--- src/rtl/cfgseq_pkg.sv ---
package cfgseq_pkg;
  typedef enum logic [2:0] {
    ST_IDLE,
    ST_RSTHOLD,
    ST_SETTLE,
    ST_LEAD,
    ST_WAIT,
    ST_SHIFT,
    ST_TRAIL
  } seq_state_e;
endpackage

--- src/rtl/cfgseq_timer.sv ---
module cfgseq_timer #(
  parameter int W = 8
) (
  input  logic         clk,
  input  logic         rst_n,
  input  logic         load,
  input  logic [W-1:0] load_val,
  output logic         zero
);
  logic [W-1:0] cnt_q;

  always_ff @(posedge clk or negedge rst_n) begin
    if (!rst_n)                cnt_q <= '0;
    else if (load)             cnt_q <= load_val;
    else if (cnt_q != '0)      cnt_q <= cnt_q - 1'b1;
  end

  assign zero = (cnt_q == '0);

  // the counter never wraps below zero
  p_timer_nowrap_r6: assert property (@(posedge clk) disable iff (!rst_n)
    (!load && $past(cnt_q) == '0 && !$past(load)) |-> (cnt_q == '0));
endmodule

--- src/rtl/cfgseq_runcnt.sv ---
module cfgseq_runcnt #(
  parameter int W = 8
) (
  input  logic         clk,
  input  logic         rst_n,
  input  logic         load,
  input  logic [W-1:0] load_val,
  input  logic         dec,
  output logic         last
);
  logic [W-1:0] cnt_q;

  always_ff @(posedge clk or negedge rst_n) begin
    if (!rst_n)                 cnt_q <= '0;
    else if (load)              cnt_q <= load_val;
    else if (dec && cnt_q != '0) cnt_q <= cnt_q - 1'b1;
  end

  assign last = (cnt_q == W'(1));
endmodule

--- src/rtl/cfgseq_serializer.sv ---
module cfgseq_serializer #(
  parameter int DW = 8
) (
  input  logic          clk,
  input  logic          rst_n,
  input  logic          load,
  input  logic [DW-1:0] din,
  input  logic          shift,
  output logic          mosi,
  output logic          empty
);
  localparam int IW = $clog2(DW);

  logic [DW-1:0] sh_q;
  logic [IW-1:0] idx_q;
  logic          mosi_q;

  always_ff @(posedge clk or negedge rst_n) begin
    if (!rst_n) begin
      sh_q   <= '0;
      idx_q  <= '0;
      mosi_q <= 1'b0;
    end else if (load) begin
      sh_q   <= din;
      idx_q  <= IW'(DW - 1);
      mosi_q <= din[DW-1];
    end else if (shift) begin
      sh_q   <= sh_q << 1;
      idx_q  <= idx_q - 1'b1;
      mosi_q <= sh_q[DW-2];
    end
  end

  assign mosi  = mosi_q;
  assign empty = (idx_q == '0);

  // data moves only on load or shift
  p_mosi_quiet_r10: assert property (@(posedge clk) disable iff (!rst_n)
    !$past(load) && !$past(shift) |-> $stable(mosi_q));
endmodule

--- src/rtl/cfgseq_top.sv ---
module cfgseq_top
  import cfgseq_pkg::*;
#(
  parameter int CLK_MHZ     = 100,
  parameter int RST_HOLD_NS = 1000,
  parameter int SETTLE_US   = 1200,
  parameter int SCLK_KHZ    = 10000,
  parameter int LEAD_CLKS   = 8,
  parameter int TRAIL_CLKS  = 49
) (
  input  logic       clk,
  input  logic       rst_n,
  input  logic       start,
  input  logic       byte_valid,
  input  logic [7:0] byte_data,
  input  logic       byte_last,
  output logic       byte_ready,
  input  logic       tgt_done,
  output logic       tgt_rst_n,
  output logic       tgt_cs_n,
  output logic       tgt_sclk,
  output logic       tgt_mosi,
  output logic       busy,
  output logic       load_ok,
  output logic       load_fail
);
  localparam int RST_CYC    = (RST_HOLD_NS * CLK_MHZ + 999) / 1000;
  localparam int SETTLE_CYC = SETTLE_US * CLK_MHZ;
  localparam int HALF_CYC   = (CLK_MHZ * 1000) / (2 * SCLK_KHZ);
  localparam int MAX_A      = (RST_CYC > SETTLE_CYC) ? RST_CYC : SETTLE_CYC;
  localparam int MAX_CYC    = (MAX_A > HALF_CYC) ? MAX_A : HALF_CYC;
  localparam int TW         = $clog2(MAX_CYC + 1);
  localparam int CW         = 8;

  seq_state_e st_q, st_d;
  logic rstn_q, rstn_d, cs_q, cs_d, sclk_q, sclk_d;
  logic ok_q, ok_d, fail_q, fail_d, last_q, last_d;

  logic          tmr_load, tmr_zero;
  logic [TW-1:0] tmr_val;
  logic          cnt_load, cnt_dec, cnt_last;
  logic [CW-1:0] cnt_val;
  logic          ser_load, ser_shift, ser_empty, ser_mosi;

  cfgseq_timer #(.W(TW)) u_timer (
    .clk(clk), .rst_n(rst_n), .load(tmr_load), .load_val(tmr_val), .zero(tmr_zero)
  );

  cfgseq_runcnt #(.W(CW)) u_runcnt (
    .clk(clk), .rst_n(rst_n), .load(cnt_load), .load_val(cnt_val),
    .dec(cnt_dec), .last(cnt_last)
  );

  cfgseq_serializer #(.DW(8)) u_ser (
    .clk(clk), .rst_n(rst_n), .load(ser_load), .din(byte_data),
    .shift(ser_shift), .mosi(ser_mosi), .empty(ser_empty)
  );

  always_comb begin
    st_d      = st_q;
    rstn_d    = rstn_q;
    cs_d      = cs_q;
    sclk_d    = sclk_q;
    ok_d      = ok_q;
    fail_d    = fail_q;
    last_d    = last_q;
    tmr_load  = 1'b0;
    tmr_val   = TW'(HALF_CYC - 1);
    cnt_load  = 1'b0;
    cnt_val   = CW'(LEAD_CLKS);
    cnt_dec   = 1'b0;
    ser_load  = 1'b0;
    ser_shift = 1'b0;
    unique case (st_q)
      ST_IDLE: if (start) begin
        st_d     = ST_RSTHOLD;
        rstn_d   = 1'b0;
        cs_d     = 1'b0;
        ok_d     = 1'b0;
        fail_d   = 1'b0;
        tmr_load = 1'b1;
        tmr_val  = TW'(RST_CYC - 1);
      end
      ST_RSTHOLD: if (tmr_zero) begin
        rstn_d = 1'b1;
        if (tgt_done) begin
          cs_d   = 1'b1;
          fail_d = 1'b1;
          st_d   = ST_IDLE;
        end else begin
          tmr_load = 1'b1;
          tmr_val  = TW'(SETTLE_CYC - 1);
          st_d     = ST_SETTLE;
        end
      end
      ST_SETTLE: if (tmr_zero) begin
        cs_d     = 1'b1;
        sclk_d   = 1'b0;
        tmr_load = 1'b1;
        cnt_load = 1'b1;
        cnt_val  = CW'(LEAD_CLKS);
        st_d     = ST_LEAD;
      end
      ST_LEAD, ST_TRAIL: if (tmr_zero) begin
        if (!sclk_q) begin
          sclk_d   = 1'b1;
          tmr_load = 1'b1;
        end else if (cnt_last) begin
          if (st_q == ST_LEAD) begin
            cs_d = 1'b0;
            st_d = ST_WAIT;
          end else begin
            ok_d   = tgt_done;
            fail_d = !tgt_done;
            st_d   = ST_IDLE;
          end
        end else begin
          cnt_dec  = 1'b1;
          sclk_d   = 1'b0;
          tmr_load = 1'b1;
        end
      end
      ST_WAIT: if (byte_valid) begin
        ser_load = 1'b1;
        last_d   = byte_last;
        sclk_d   = 1'b0;
        tmr_load = 1'b1;
        st_d     = ST_SHIFT;
      end
      ST_SHIFT: if (tmr_zero) begin
        if (!sclk_q) begin
          sclk_d   = 1'b1;
          tmr_load = 1'b1;
        end else if (ser_empty) begin
          if (last_q) begin
            cs_d     = 1'b1;
            sclk_d   = 1'b0;
            tmr_load = 1'b1;
            cnt_load = 1'b1;
            cnt_val  = CW'(TRAIL_CLKS);
            st_d     = ST_TRAIL;
          end else begin
            st_d = ST_WAIT;
          end
        end else begin
          ser_shift = 1'b1;
          sclk_d    = 1'b0;
          tmr_load  = 1'b1;
        end
      end
      default: st_d = ST_IDLE;
    endcase
  end

  always_ff @(posedge clk or negedge rst_n) begin
    if (!rst_n) begin
      st_q   <= ST_IDLE;
      rstn_q <= 1'b1;
      cs_q   <= 1'b1;
      sclk_q <= 1'b1;
      ok_q   <= 1'b0;
      fail_q <= 1'b0;
      last_q <= 1'b0;
    end else begin
      st_q   <= st_d;
      rstn_q <= rstn_d;
      cs_q   <= cs_d;
      sclk_q <= sclk_d;
      ok_q   <= ok_d;
      fail_q <= fail_d;
      last_q <= last_d;
    end
  end

  assign tgt_rst_n  = rstn_q;
  assign tgt_cs_n   = cs_q;
  assign tgt_sclk   = sclk_q;
  assign tgt_mosi   = ser_mosi;
  assign busy       = (st_q != ST_IDLE);
  assign byte_ready = (st_q == ST_WAIT);
  assign load_ok    = ok_q;
  assign load_fail  = fail_q;

  p_rst_with_cs_r1: assert property (@(posedge clk) disable iff (!rst_n)
    !tgt_rst_n |-> !tgt_cs_n);
  p_runs_cs_high_r4: assert property (@(posedge clk) disable iff (!rst_n)
    (st_q == ST_LEAD || st_q == ST_TRAIL) |-> tgt_cs_n);
  p_shift_cs_low_r5: assert property (@(posedge clk) disable iff (!rst_n)
    (st_q == ST_SHIFT) |-> (!tgt_cs_n && tgt_rst_n));
  p_mosi_hold_high_r6: assert property (@(posedge clk) disable iff (!rst_n)
    (tgt_sclk && $past(tgt_sclk)) |-> $stable(tgt_mosi));
  p_flags_excl_r8: assert property (@(posedge clk) disable iff (!rst_n)
    !(load_ok && load_fail));
  p_idle_lines_r9: assert property (@(posedge clk) disable iff (!rst_n)
    !busy |-> (tgt_rst_n && tgt_cs_n && tgt_sclk));
  p_ready_boundary_r10: assert property (@(posedge clk) disable iff (!rst_n)
    byte_ready |-> (tgt_sclk && !tgt_cs_n));
  p_busy_on_start_r11: assert property (@(posedge clk) disable iff (!rst_n)
    (start && !busy) |=> busy);
endmodule

--- config.mk ---
export PLATFORM = sky130hd
export DESIGN_NAME = cfgseq_top
export DESIGN_NICKNAME = d
export VERILOG_FILES = /design/src/rtl/cfgseq_pkg.sv /design/src/rtl/cfgseq_timer.sv /design/src/rtl/cfgseq_runcnt.sv /design/src/rtl/cfgseq_serializer.sv /design/src/rtl/cfgseq_top.sv
export SDC_FILE = /design/constraint.sdc
export NUM_CORES = 1
export LEC_CHECK = 0
export ABC_AREA = 0
export BUFFER_PORTS_ARGS = -buffer_cell sky130_fd_sc_hd__buf_2
export CORE_MARGIN = 4
export CORE_UTILIZATION = 50
export CTS_BUF_LIST = sky130_fd_sc_hd__clkbuf_8
export CTS_CLUSTER_DIAMETER = 200
export CTS_CLUSTER_SIZE = 25
export DETAILED_ROUTE_END_ITERATION = 10
export MAX_ROUTING_LAYER = met4
export PLACE_DENSITY = 0.72
export SLEW_MARGIN = 20
export SYNTH_ARGS = -nofsm -noshare
export SYNTH_HDL_FRONTEND = slang
export SYNTH_SLANG_ARGS = --single-unit
--- constraint.sdc ---
create_clock -name clk -period 2.9 [get_ports clk]
set_input_delay 0.145 -clock clk [delete_from_list [all_inputs] [get_ports clk]]
set_output_delay 0.145 -clock clk [all_outputs]
set_load 0.01 [all_outputs]
### Word-level counts from Yosys, hierarchy flattened

Index checks and enable logic that the tools add are counted.

* add/sub/neg operators: 3
* equal/unequal tests: 21
* reductions and logical operators: 24
* muxes and demuxes: 92

Operators by type and width (count)
* $mux 17: 4
* $mux 1: 54
* $mux 3: 13
* $pmux 17 s2: 1
* $mux 6: 5
* $ne 2x2->1 const B: 14
* $mux 7: 3
* $pmux 3 s6: 1
* $logic_not 17->1: 1
* $reduce_bool 17->1: 1
* $sub 17x1->17 const B: 1
* $mux 8: 2
* $reduce_and 13->1: 1
* $reduce_and 10->1: 1
* $reduce_bool 2->1: 5
* $eq 3x3->1 const B: 3
* $eq 8x1->1 const B: 1
* $reduce_and 8->1: 1
* $reduce_bool 8->1: 1
* $sub 8x1->8 const B: 1
* $eq 3x2->1 const B: 2
* $logic_not 3->1: 2
* $pmux 1 s2: 3
* $pmux 1 s6: 1
* 16 further kinds: 18

* bits in registers: 45
* logic and storage cells: 152
* output and inout port bits: 8
* input bits: 14

### Depth between registers and ports, before layout

Gate-level depths: netlist of run 1.

* word-level depth: 8
* mapped depth: 9
* gate-level depth less buffers: 8

### By module

Synthesis of run 1 repeated with hierarchy kept, for this count alone.

* cell total of the unflattened synthesis: 341
* area total of the unflattened synthesis: 2966.6 um^2

By module, submodules not included
* cfgseq_timer: cells an instance 116, instances 1, sequential area each 425.4 um^2, area each 1054.8 um^2
* cfgseq_top: cells an instance 110, instances 1, sequential area each 229.0 um^2, area each 805.8 um^2
* cfgseq_runcnt: cells an instance 64, instances 1, sequential area each 200.2 um^2, area each 574.3 um^2
* cfgseq_serializer: cells an instance 51, instances 1, sequential area each 275.3 um^2, area each 531.8 um^2

### Worst setup path after synthesis of run 1

No wires, ideal clock.

* path kind: register to register
* start point: reg u_timer.cnt_q[3]
* end point: reg u_runcnt.cnt_q[5]
* library setup time: 0.129 ns
* slack: 0.468 ns
* data required time: 2.771 ns
* arrival: 2.304 ns
* clock period less this slack: 2.432 ns
* stages on the path, launching flop included: 8
* path buffers: 1
* cells stage by stage: dfrtp_1 -> or3_1 -> buf_2 -> or4_4 -> nor4_4 -> nor4b_2 -> xnor2_1 -> o21ai_1

* cells in the longest elaborated chain, start to end: 5
* elaborated cells on any way between the ends: 11
* those cells by class: 8 x mux; 3 x reduce/logical

RTL lines
* start: declaration: line cfgseq_timer.sv:10 `logic [W-1:0] cnt_q;`
* start signal: assignment: line cfgseq_timer.sv:14 `else if (load) cnt_q <= load_val;`
* start signal: assignment: line cfgseq_timer.sv:15 `else if (cnt_q != '0) cnt_q <= cnt_q - 1'b1;`
* $logic_not 17->1 *: line cfgseq_timer.sv:18 `assign zero = (cnt_q == '0);`
* $mux 1: line cfgseq_top.sv:104 `ST_LEAD, ST_TRAIL: if (tmr_zero) begin`
* $mux 1: line cfgseq_top.sv:74 `unique case (st_q)`
* $logic_and 1x1->1: line cfgseq_runcnt.sv:16 `else if (dec && cnt_q != '0) cnt_q <= cnt_q - 1'b1;`
* $reduce_bool 2->1 (no source line)
* end signal: assignment: line cfgseq_runcnt.sv:15 `else if (load) cnt_q <= load_val;`
* end signal: assignment: line cfgseq_runcnt.sv:16
* end: declaration: line cfgseq_runcnt.sv:11 `logic [W-1:0] cnt_q;`

Mark *: on every way between the ends. The rest lies on a longest branch, timed or not.
A chain may end at the register's enable or synchronous reset.

### Final worst setup path of run 1

* start point: reg u_timer.cnt_q[3]
* end point: reg u_runcnt.cnt_q[7]

The elaborated chain is that of the path after synthesis.

==> impl_metrics.ini, run 1 <==
[status]
outcome = completed

[critical_path]
cp.arrival_ps = 2760
r2r_end = u_runcnt.cnt_q[7]
cp-startpoint = u_timer.cnt_q[3]
cp_max_fo = 9
r2r_start = u_timer.cnt_q[3]
reg2reg_slack_ps = 310
critPathCaptureType = register
worst_r2r_path_depth = 6
critPathRequiredTime_ps = 3070
start_kind = register
critPathKind = reg -> reg

[pwr]
p_leak_uw = 0.00134
p_per_area_nw_per_um2 = 771
ir_drop_mv = 0.372

[clock_tree]
cts_root_buf = clkbuf_8
h-tree-depth = 2
clockBufferDepth = 2
cts_buffers = 5
clk_pin_slew_ps = 80
cts_sinks = 45
tritoncts = built
clock_latency_ps = 300

[die]
die_x_um = 81.8
rows = 26
core_area_um2 = 5200
die_h_um = 81.8
io_pins = 22
start_util_pct = 52.4
die-area_um2 = 6700

[synth]
synth_common_cells = 42 x dfrtp_1, 38 x nor2_1, 36 x nand2_1
syn_avg_cell_area_um2 = 8.54
yosys.area.top_type = dfrtp_1
synth-seq-cells = 45
synth_cells = 319
yosys-top-cells-area = dfrtp_1 39%, nor2_1 5.2%, nand2_1 5.0%
yosysUniqueCellTypes = 48
synth_edf_count = 0
synth_most_common_cell = dfrtp_1
netlist_area_um2 = 2730
ys_seq_area_share_pct = 41.5
yosysWarnings = 0
synthArstFlopShare_pct = 100
synth_flop_cell = dfrtp_1
syn_nets = 338
yosysTopAreaCellShare_pct = 38.6

[place]
placed_cells_incl_taps = 402
dp_hpwl_mm = 4.36
finalWeightedCongestion = 0.871
port_buffers = 21

[timing]
period_needed_ps = 2590
tns_ps = 0
fin_crit_sh_pct = 89.3
final_hold_viol_count = 0
relSlewSlack_pct = 59.4
setup-violations-final = 0
worst-slew-pin-transition_ps = 601
max_freq_mhz = 386
rsz0062_at_grt = no
slew_violations = 0
fin_worst_skew_ps = 8.58

[global_route]
gr-total-overflow = 0
grt_first_pass_wirelength_mm = 10.5
grt_max_degree = 46
first_global_vias = 2256
grt_antenna_before_repair = 0
grt_usage_pct = 20.4

[layout]
nNetsFinal = 359
final_cells = 411
n_fill_cell = 506
diodes = 0
area_growth_pct = 10.3
drive_above_1_share_pct = 15.0

[min_path]
min_path_type = in -> reg
min_from = byte_last
hold_depth = 3
min_to = last_q

[detailed_routing]
vias = 2356
drc = 0
ant_nets = 0
first_pass_iters = 4
wl_per_cell_um = 14.6
via_per_inst = 5.73
drt-total-wl_mm = 6.00
first_iter_violations = 168

[job]
cap_violations = 0
worst max-delay path, stage by stage (launching register included):
cell and delay (ps):
dfrtp_1 400, or3_1 500, or4_4 600, nor4_4 440
nor4b_2 300, xnor2_1 150, nor2_1 70
through the flow:
stage | cell area, um^2 | power [uW] | util, % | worst slack, ps | hold slack [ps]
detailed placement | 2910 | 1950 | 55.9 | 298 | 350
floorplan | 2730 | 1680 | - | 468 | -151
global placement | 2910 | 1920 | 55.9 | 361 | 336
finish | 3010 | 2320 | 57.8 | 309 | 46.0
global route | 3010 | 2510 | 57.8 | 94.1 | 36.2
CTS | 2990 | 2330 | 57.5 | 285 | 38.0
worst max-delay path by stage:
stage | slack [ps] | depth (start not counted) | to
5_1_grt | 90 | 8 | u_runcnt.cnt_q[7]
2_1_floorplan | 470 | 7 | u_runcnt.cnt_q[5]
6_report | 310 | 6 | u_runcnt.cnt_q[7]
3_5_place_dp | 300 | 6 | u_runcnt.cnt_q[7]
3_3_place_gp | 360 | 6 | u_runcnt.cnt_q[7]
4_1_cts | 290 | 6 | u_runcnt.cnt_q[7]
layer usage:
layer	track usage [%]	wire [um]	vias to the layer above
met2	31.7	2780	45
li1	-	-	1180
met4	6.31	102	0
met5	-	0	-
met1	27.4	2890	1121
met3	3.51	228	10
flip-flops by register name, summed over array words and instances, names as in the netlist:
name	cells
u_timer.cnt_q	17
u_runcnt.cnt_q	8
u_ser.sh_q	7
st_q	3
u_ser.idx_q	3
last_q	1
load_fail	1
load_ok	1
tgt_cs_n	1
tgt_rst_n	1
tgt_sclk	1
u_ser.mosi	1
report_power, final:
part / internal, uW / switching (uW)
clock network: 164 / 208
logic: 393 / 531
registers: 832 / 189
timing repair:
| action | CTS | global route |
|---|---|---|
| buffers inserted | 0 | 0 |
| hold buffers | 0 | 1 |
| gates resized for setup | 0 | 0 |
| hold endpoints to repair | 0 | 42 |
cell type report:
cell class	count	area [um^2]	area share, %
Tap cell	70	87.6	2.91
Inverter	10	37.5	1.25
Timing Repair Buffer	29	170	5.66
Sequential cell	45	1130	37.6
Multi-Input combinational cell	249	1500	49.9
Clock inverter	3	13.8	0.458
Clock buffer	5	68.8	2.29
cell families (layout without fill, tap and decap cells):
group / after synthesis / after routing / share of synthesized area (%)
xor+xnor: 19 / 19 / 6.11
flops: 45 / 45 / 41.5
compound gates: 71 / 71 / 16.2
buf+inv: 25 / 47 / 3.54
fa+ha+maj: 5 / 5 / 2.30
simple gates: 152 / 152 / 29.6
mux: 2 / 2 / 0.781
cell usage in the layout, fill, tap and decap left out, types with 3 or more instances in the layout:
cell and count:
nor3_1 10, or3_1 9, xor2_1 10, dfstp_2 3, nand4_1 5, nand2_1 36, ha_1 5, a211oi_1 3
and3_1 4, o31ai_1 4, nand3b_1 5, buf_4 8, or4_1 3, buf_2 20, o21ai_0 20, o211ai_1 3
nand3_1 14, dfrtp_1 42, xnor2_1 9, a31oi_1 12, nand2b_1 9, clkbuf_8 5, inv_1 11, a21o_1 4
nor2_1 38, a21oi_1 12
(Power assumes the default switching activity.)
==> run 2, diff against run 1 <==
--- a/config.mk
+++ b/config.mk
@@ -8,13 +8,14 @@
 export ABC_AREA = 0
 export BUFFER_PORTS_ARGS = -buffer_cell sky130_fd_sc_hd__buf_2
 export CORE_MARGIN = 4
-export CORE_UTILIZATION = 50
+export CORE_UTILIZATION = 62
 export CTS_BUF_LIST = sky130_fd_sc_hd__clkbuf_8
 export CTS_CLUSTER_DIAMETER = 200
 export CTS_CLUSTER_SIZE = 25
 export DETAILED_ROUTE_END_ITERATION = 10
+export GPL_ROUTABILITY_DRIVEN = 0
 export MAX_ROUTING_LAYER = met4
-export PLACE_DENSITY = 0.72
+export PLACE_DENSITY = 0.86
 export SLEW_MARGIN = 20
 export SYNTH_ARGS = -nofsm -noshare
 export SYNTH_HDL_FRONTEND = slang
==> run 2 against run 1 <==
Clock power is 37% higher. Sequential cell count unchanged. Sequential share of layout area barely moved. Design area up 0.13%. Clock skew rose by 0.85 ps. First-iteration DRC count increased by 46%. Critical path type unchanged.
==> impl_metrics.ini, run 2 (synthesis results as in run 1) <==
[critical_path]
critPathCaptureType = register
reg2reg_slack_ps = 180
cp_max_fo = 9
r2r_start = u_timer.cnt_q[3]
critPathRequiredTime_ps = 3160
worst_r2r_path_depth = 6
start_kind = register
r2r_end = u_timer.cnt_q[4]
cp.arrival_ps = 2980
critPathKind = reg -> reg

[clock_tree]
cts_root_buf = clkbuf_8
tritoncts = built
clockBufferDepth = 2
cts_buffers = 5
cts_sinks = 45
post_cts_resized = 0
h-tree-depth = 2
clock_latency_ps = 310
clk_pin_slew_ps = 90

[timing]
worst-slew-pin-transition_ps = 728
max_freq_mhz = 367
fin_worst_skew_ps = 9.43
period_needed_ps = 2720
slew_violations = 0
rsz0062_at_grt = no
setup-violations-final = 0
relSlewSlack_pct = 51.5
final_hold_viol_count = 0
tns_ps = 0
fin_crit_sh_pct = 93.8

[global_route]
grt_usage_pct = 25.5
gr-total-overflow = 0
first_global_vias = 2236
grt_max_degree = 46
grt_first_pass_wirelength_mm = 10.5
grt_antenna_before_repair = 0

[detailed_routing]
first_pass_iters = 5
via_per_inst = 6.28
first_iter_violations = 245
drt-total-wl_mm = 6.18
wl_per_cell_um = 15.8
ant_nets = 0
drc = 0
vias = 2448

[min_path]
min_to = u_ser.sh_q[0]
min_from = byte_data[0]
hold_depth = 3
min_path_type = in -> reg

[place]
placed_area_um2 = 2880
port_buffers = 21
dp_hpwl_mm = 4.25

[die]
core_area_um2 = 4120
die_h_um = 74.3
die_x_um = 74.3
start_util_pct = 66.2
io_pins = 22
rows = 23
die-area_um2 = 5520

[pwr]
p_per_area_nw_per_um2 = 819
ir_drop_mv = 0.512
p_leak_uw = 0.00135

[layout]
drive_above_1_share_pct = 15.0
diodes = 0
largestRegisters = u_timer.cnt_q: 17 flops, u_runcnt.cnt_q: 8 flops, u_ser.sh_q: 7 flops
final_cell_area_um2 = 3010
top_register = u_timer.cnt_q
largest_reg_flops = 17
final_common_cell = dfrtp_1
nNetsFinal = 358
area_growth_pct = 10.5
final_cell_mix = 42 x dfrtp_1, 38 x nor2_1, 36 x nand2_1, 20 x o21ai_0, 20 x buf_2
n_fill_cell = 324

[status]
outcome = completed

[job]
cap_violations = 0
[run 2: cell types whose count changed in the layout (fill, tap and decap cells not counted), sizes merged]
cell	delta
buf	-1
clkinv	-1
bufinv	+1
[run 2: where the power goes]
group,switching [uW],total [uW],internal (uW)
Clock,244,509,264
Sequential,192,1020,832
Combinational,541,931,391
Total,977,2460,1490
[run 2: cell type report]
class                      count  area [um^2]  area share [%]
timing repair buffer          28          163            5.40
clock buffer                   5         68.8            2.29
clock inverter                 3         50.0            1.66
sequential                    45         1130            37.5
tap                           50         62.6            2.08
inverter                      10         37.5            1.25
multi-input combinational    249         1500            49.8
[run 2: per-layer routing]
layer / wire (um) / track usage (%) / share of wire, % / vias to the layer above
li1: - / - / - / 1184
met1: 2710 / 34.2 / 44 / 1154
met2: 2970 / 40.0 / 48 / 98
met3: 397 / 3.65 / 6.4 / 12
met4: 94 / 8.89 / 1.5 / 0
met5: 0 / - / 0 / -
[run 2: how the worst max path moves through the flow]
stage | depth (start not counted) | endpoint | from | slack (ps)
final | 6 | u_timer.cnt_q[4] | u_timer.cnt_q[3] | 180
after global routing | 8 | u_timer.cnt_q[4] | u_timer.cnt_q[0] | 10
after CTS | 6 | u_timer.cnt_q[4] | u_timer.cnt_q[3] | 250
after detailed placement | 6 | u_runcnt.cnt_q[7] | u_timer.cnt_q[3] | 290
after global placement | 6 | u_runcnt.cnt_q[5] | u_timer.cnt_q[3] | 360
after floorplan | 7 | u_runcnt.cnt_q[5] | u_timer.cnt_q[3] | 470
[run 2: timing repair]
action / CTS / global route
setup endpoints to repair: 0 / 0
hold buffers: 0 / 1
buffers inserted: 0 / 0
endpoints found under the hold margin: 0 / 42
[run 2: stage by stage]
step	power (uW)	utilization [%]	instances	setup WS, ps	hold WS, ps
4_1_cts	2460	72.8	389	245	14.2
2_1_floorplan	1680	-	319	468	-151
6_report	2460	73.2	390	178	17.3
3_3_place_gp	1900	70.0	381	357	334
3_5_place_dp	1950	70.0	381	287	340
5_1_grt	2640	73.2	390	10.7	13.3
[run 2: worst max-delay path, stage by stage, from the launching register on]
cell	delay, ps
dfrtp_1	410
or3_1	500
or4_4	600
nor2_1	500
nand3_1	380
nand2_1	140
o211a_1	140
==> run 3, diff against run 2 <==
--- a/config.mk
+++ b/config.mk
@@ -7,14 +7,15 @@
 export LEC_CHECK = 0
 export ABC_AREA = 0
 export BUFFER_PORTS_ARGS = -buffer_cell sky130_fd_sc_hd__buf_2
+export CELL_PAD_IN_SITES_DETAIL_PLACEMENT = 1
+export CELL_PAD_IN_SITES_GLOBAL_PLACEMENT = 2
 export CORE_MARGIN = 4
-export CORE_UTILIZATION = 62
+export CORE_UTILIZATION = 38
 export CTS_BUF_LIST = sky130_fd_sc_hd__clkbuf_8
 export CTS_CLUSTER_DIAMETER = 200
 export CTS_CLUSTER_SIZE = 25
 export DETAILED_ROUTE_END_ITERATION = 10
 export GPL_ROUTABILITY_DRIVEN = 0
-export MAX_ROUTING_LAYER = met4
 export PLACE_DENSITY = 0.86
 export SLEW_MARGIN = 20
 export SYNTH_ARGS = -nofsm -noshare
==> run 3 against run 2 <==
Routed wire length up 18%. Sequential power about the same. Global-route usage down 7.4 points. Sequential share of layout area down 1.3 points. Via count about the same. Utilization down 28 points. Hold slack better by 8.3 ps. Critical path depth up 1. Highest routed layer unchanged.
==> impl_metrics.ini, run 3 (synthesis results as in run 1) <==
[status]
outcome = completed

[layout]
diodes = 0
final_common_cell = dfrtp_1
nNetsFinal = 365
n_fill_cell = 850
drive_above_1_share_pct = 16.7
final_core_utilization_pct = 45.4
largestRegisters = u_timer.cnt_q: 17 flops, u_runcnt.cnt_q: 8 flops, u_ser.sh_q: 7 flops
top_register = u_timer.cnt_q
final_cell_mix = 42 x dfrtp_1, 38 x nor2_1, 36 x nand2_1, 20 x o21ai_0, 20 x buf_2
largest_reg_flops = 17
area_growth_pct = 14.4

[clock_tree]
clk_pin_slew_ps = 100
tritoncts = built
cts_root_buf = clkbuf_8
clock_latency_ps = 300
cts_buffers = 5
h-tree-depth = 2
clockBufferDepth = 2
post_cts_resized = 0
cts_sinks = 45

[die]
die-area_um2 = 8590
io_pins = 22
rows = 30
core_area_um2 = 6870
start_util_pct = 39.7
die_h_um = 92.7
die_x_um = 92.7

[timing]
relSlewSlack_pct = 53.1
tns_ps = 0
rsz0062_at_grt = no
fin_crit_sh_pct = 91.0
hold_slack_ps = 25.7
setup-violations-final = 0
final_hold_viol_count = 0
worst-slew-pin-transition_ps = 695
fin_worst_skew_ps = 5.39
slew_violations = 0
period_needed_ps = 2640
max_freq_mhz = 379

[critical_path]
critPathRequiredTime_ps = 3060
cp.arrival_ps = 2800
critPathCaptureType = register
critPathKind = reg -> reg
r2r_start = u_timer.cnt_q[3]
cp-startpoint = u_timer.cnt_q[3]
cp_max_fo = 8
start_kind = register

[detailed_routing]
vias = 2446
first_pass_iters = 4
drt-total-wl_mm = 7.27
wl_per_cell_um = 16.4
ant_nets = 0
via_per_inst = 5.52
drc = 0
first_iter_violations = 94

[pwr]
ir_drop_mv = 0.352
p_per_area_nw_per_um2 = 793
p_leak_uw = 0.00138

[global_route]
grt_first_pass_wirelength_mm = 12.5
gr-total-overflow = 0
grt_usage_pct = 18.1
grt_max_degree = 46
grt_antenna_before_repair = 0
first_global_vias = 2525

[job]
cap_violations = 0

[place]
port_buffers = 21
dp_hpwl_mm = 5.23

[min_path]
min_path_type = in -> reg
min_from = byte_last
run 3: cell count changes in the layout (fill, tap and decap cells not counted), sizes merged:
| cell | change |
|---|---|
| buf | +7 |
| clkinvlp | +1 |
| inv | -1 |
run 3: timing repair:
| action | 4_1_cts | 5_1_grt |
|---|---|---|
| hold buffers | 0 | 1 |
| endpoints found under the hold margin | 0 | 42 |
| buffers inserted | 0 | 3 |
| endpoints found under the setup margin | 0 | 1 |
run 3: layout make-up:
type	instances	area [um^2]	share of cell area (%)
multi-input cells	249	1500	48.1
flip-flops and latches	45	1130	36.3
repair buffers	35	215	6.90
well taps	96	120	3.85
clock buffers	5	68.8	2.21
clock inverters	3	46.3	1.49
inverters	10	37.5	1.20
run 3: metal layers:
layer | part of all wire (%) | track usage (%)
met1 | 49 | 25.8
met2 | 47 | 28.5
met3 | 2.7 | 2.84
met4 | 1.1 | 5.25
met5 | 0 | 0
run 3: worst max-delay path, stage by stage, from the launching register on:
cell     delay [ps]
dfrtp_1         410
or3_1           520
or4_4           610
nor4_4          280
buf_4           180
nor4b_2         230
xnor2_1         180
nor2_1           90
run 3: metrics by stage:
step	cell area [um^2]	power, uW	instances	setup slack [ps]
finish	3120	2470	443	262
CTS	3080	2490	439	171
detailed placement	2970	1980	431	189
global route	3120	2690	443	109
global placement	2970	1940	431	310
floorplan	2730	1680	319	468
run 3: power breakdown:
group          leakage, uW  internal (uW)  switching, uW
Clock            0.0000543            258            240
Combinational     0.000781            398            550
Sequential        0.000546            832            194
Total              0.00138           1490            984
run 3: path summary, 6_finish.rpt:
check,cells after the start,to,slack (ps)
setup reg to reg,7,u_runcnt.cnt_q[7],260
min in group asynchronous,2,u_timer.cnt_q[4],380
max in group asynchronous,2,u_timer.cnt_q[12],2110
hold / removal,3,last_q,30
setup / recovery,7,u_runcnt.cnt_q[7],260
hold reg to reg,1,u_ser.idx_q[0],470
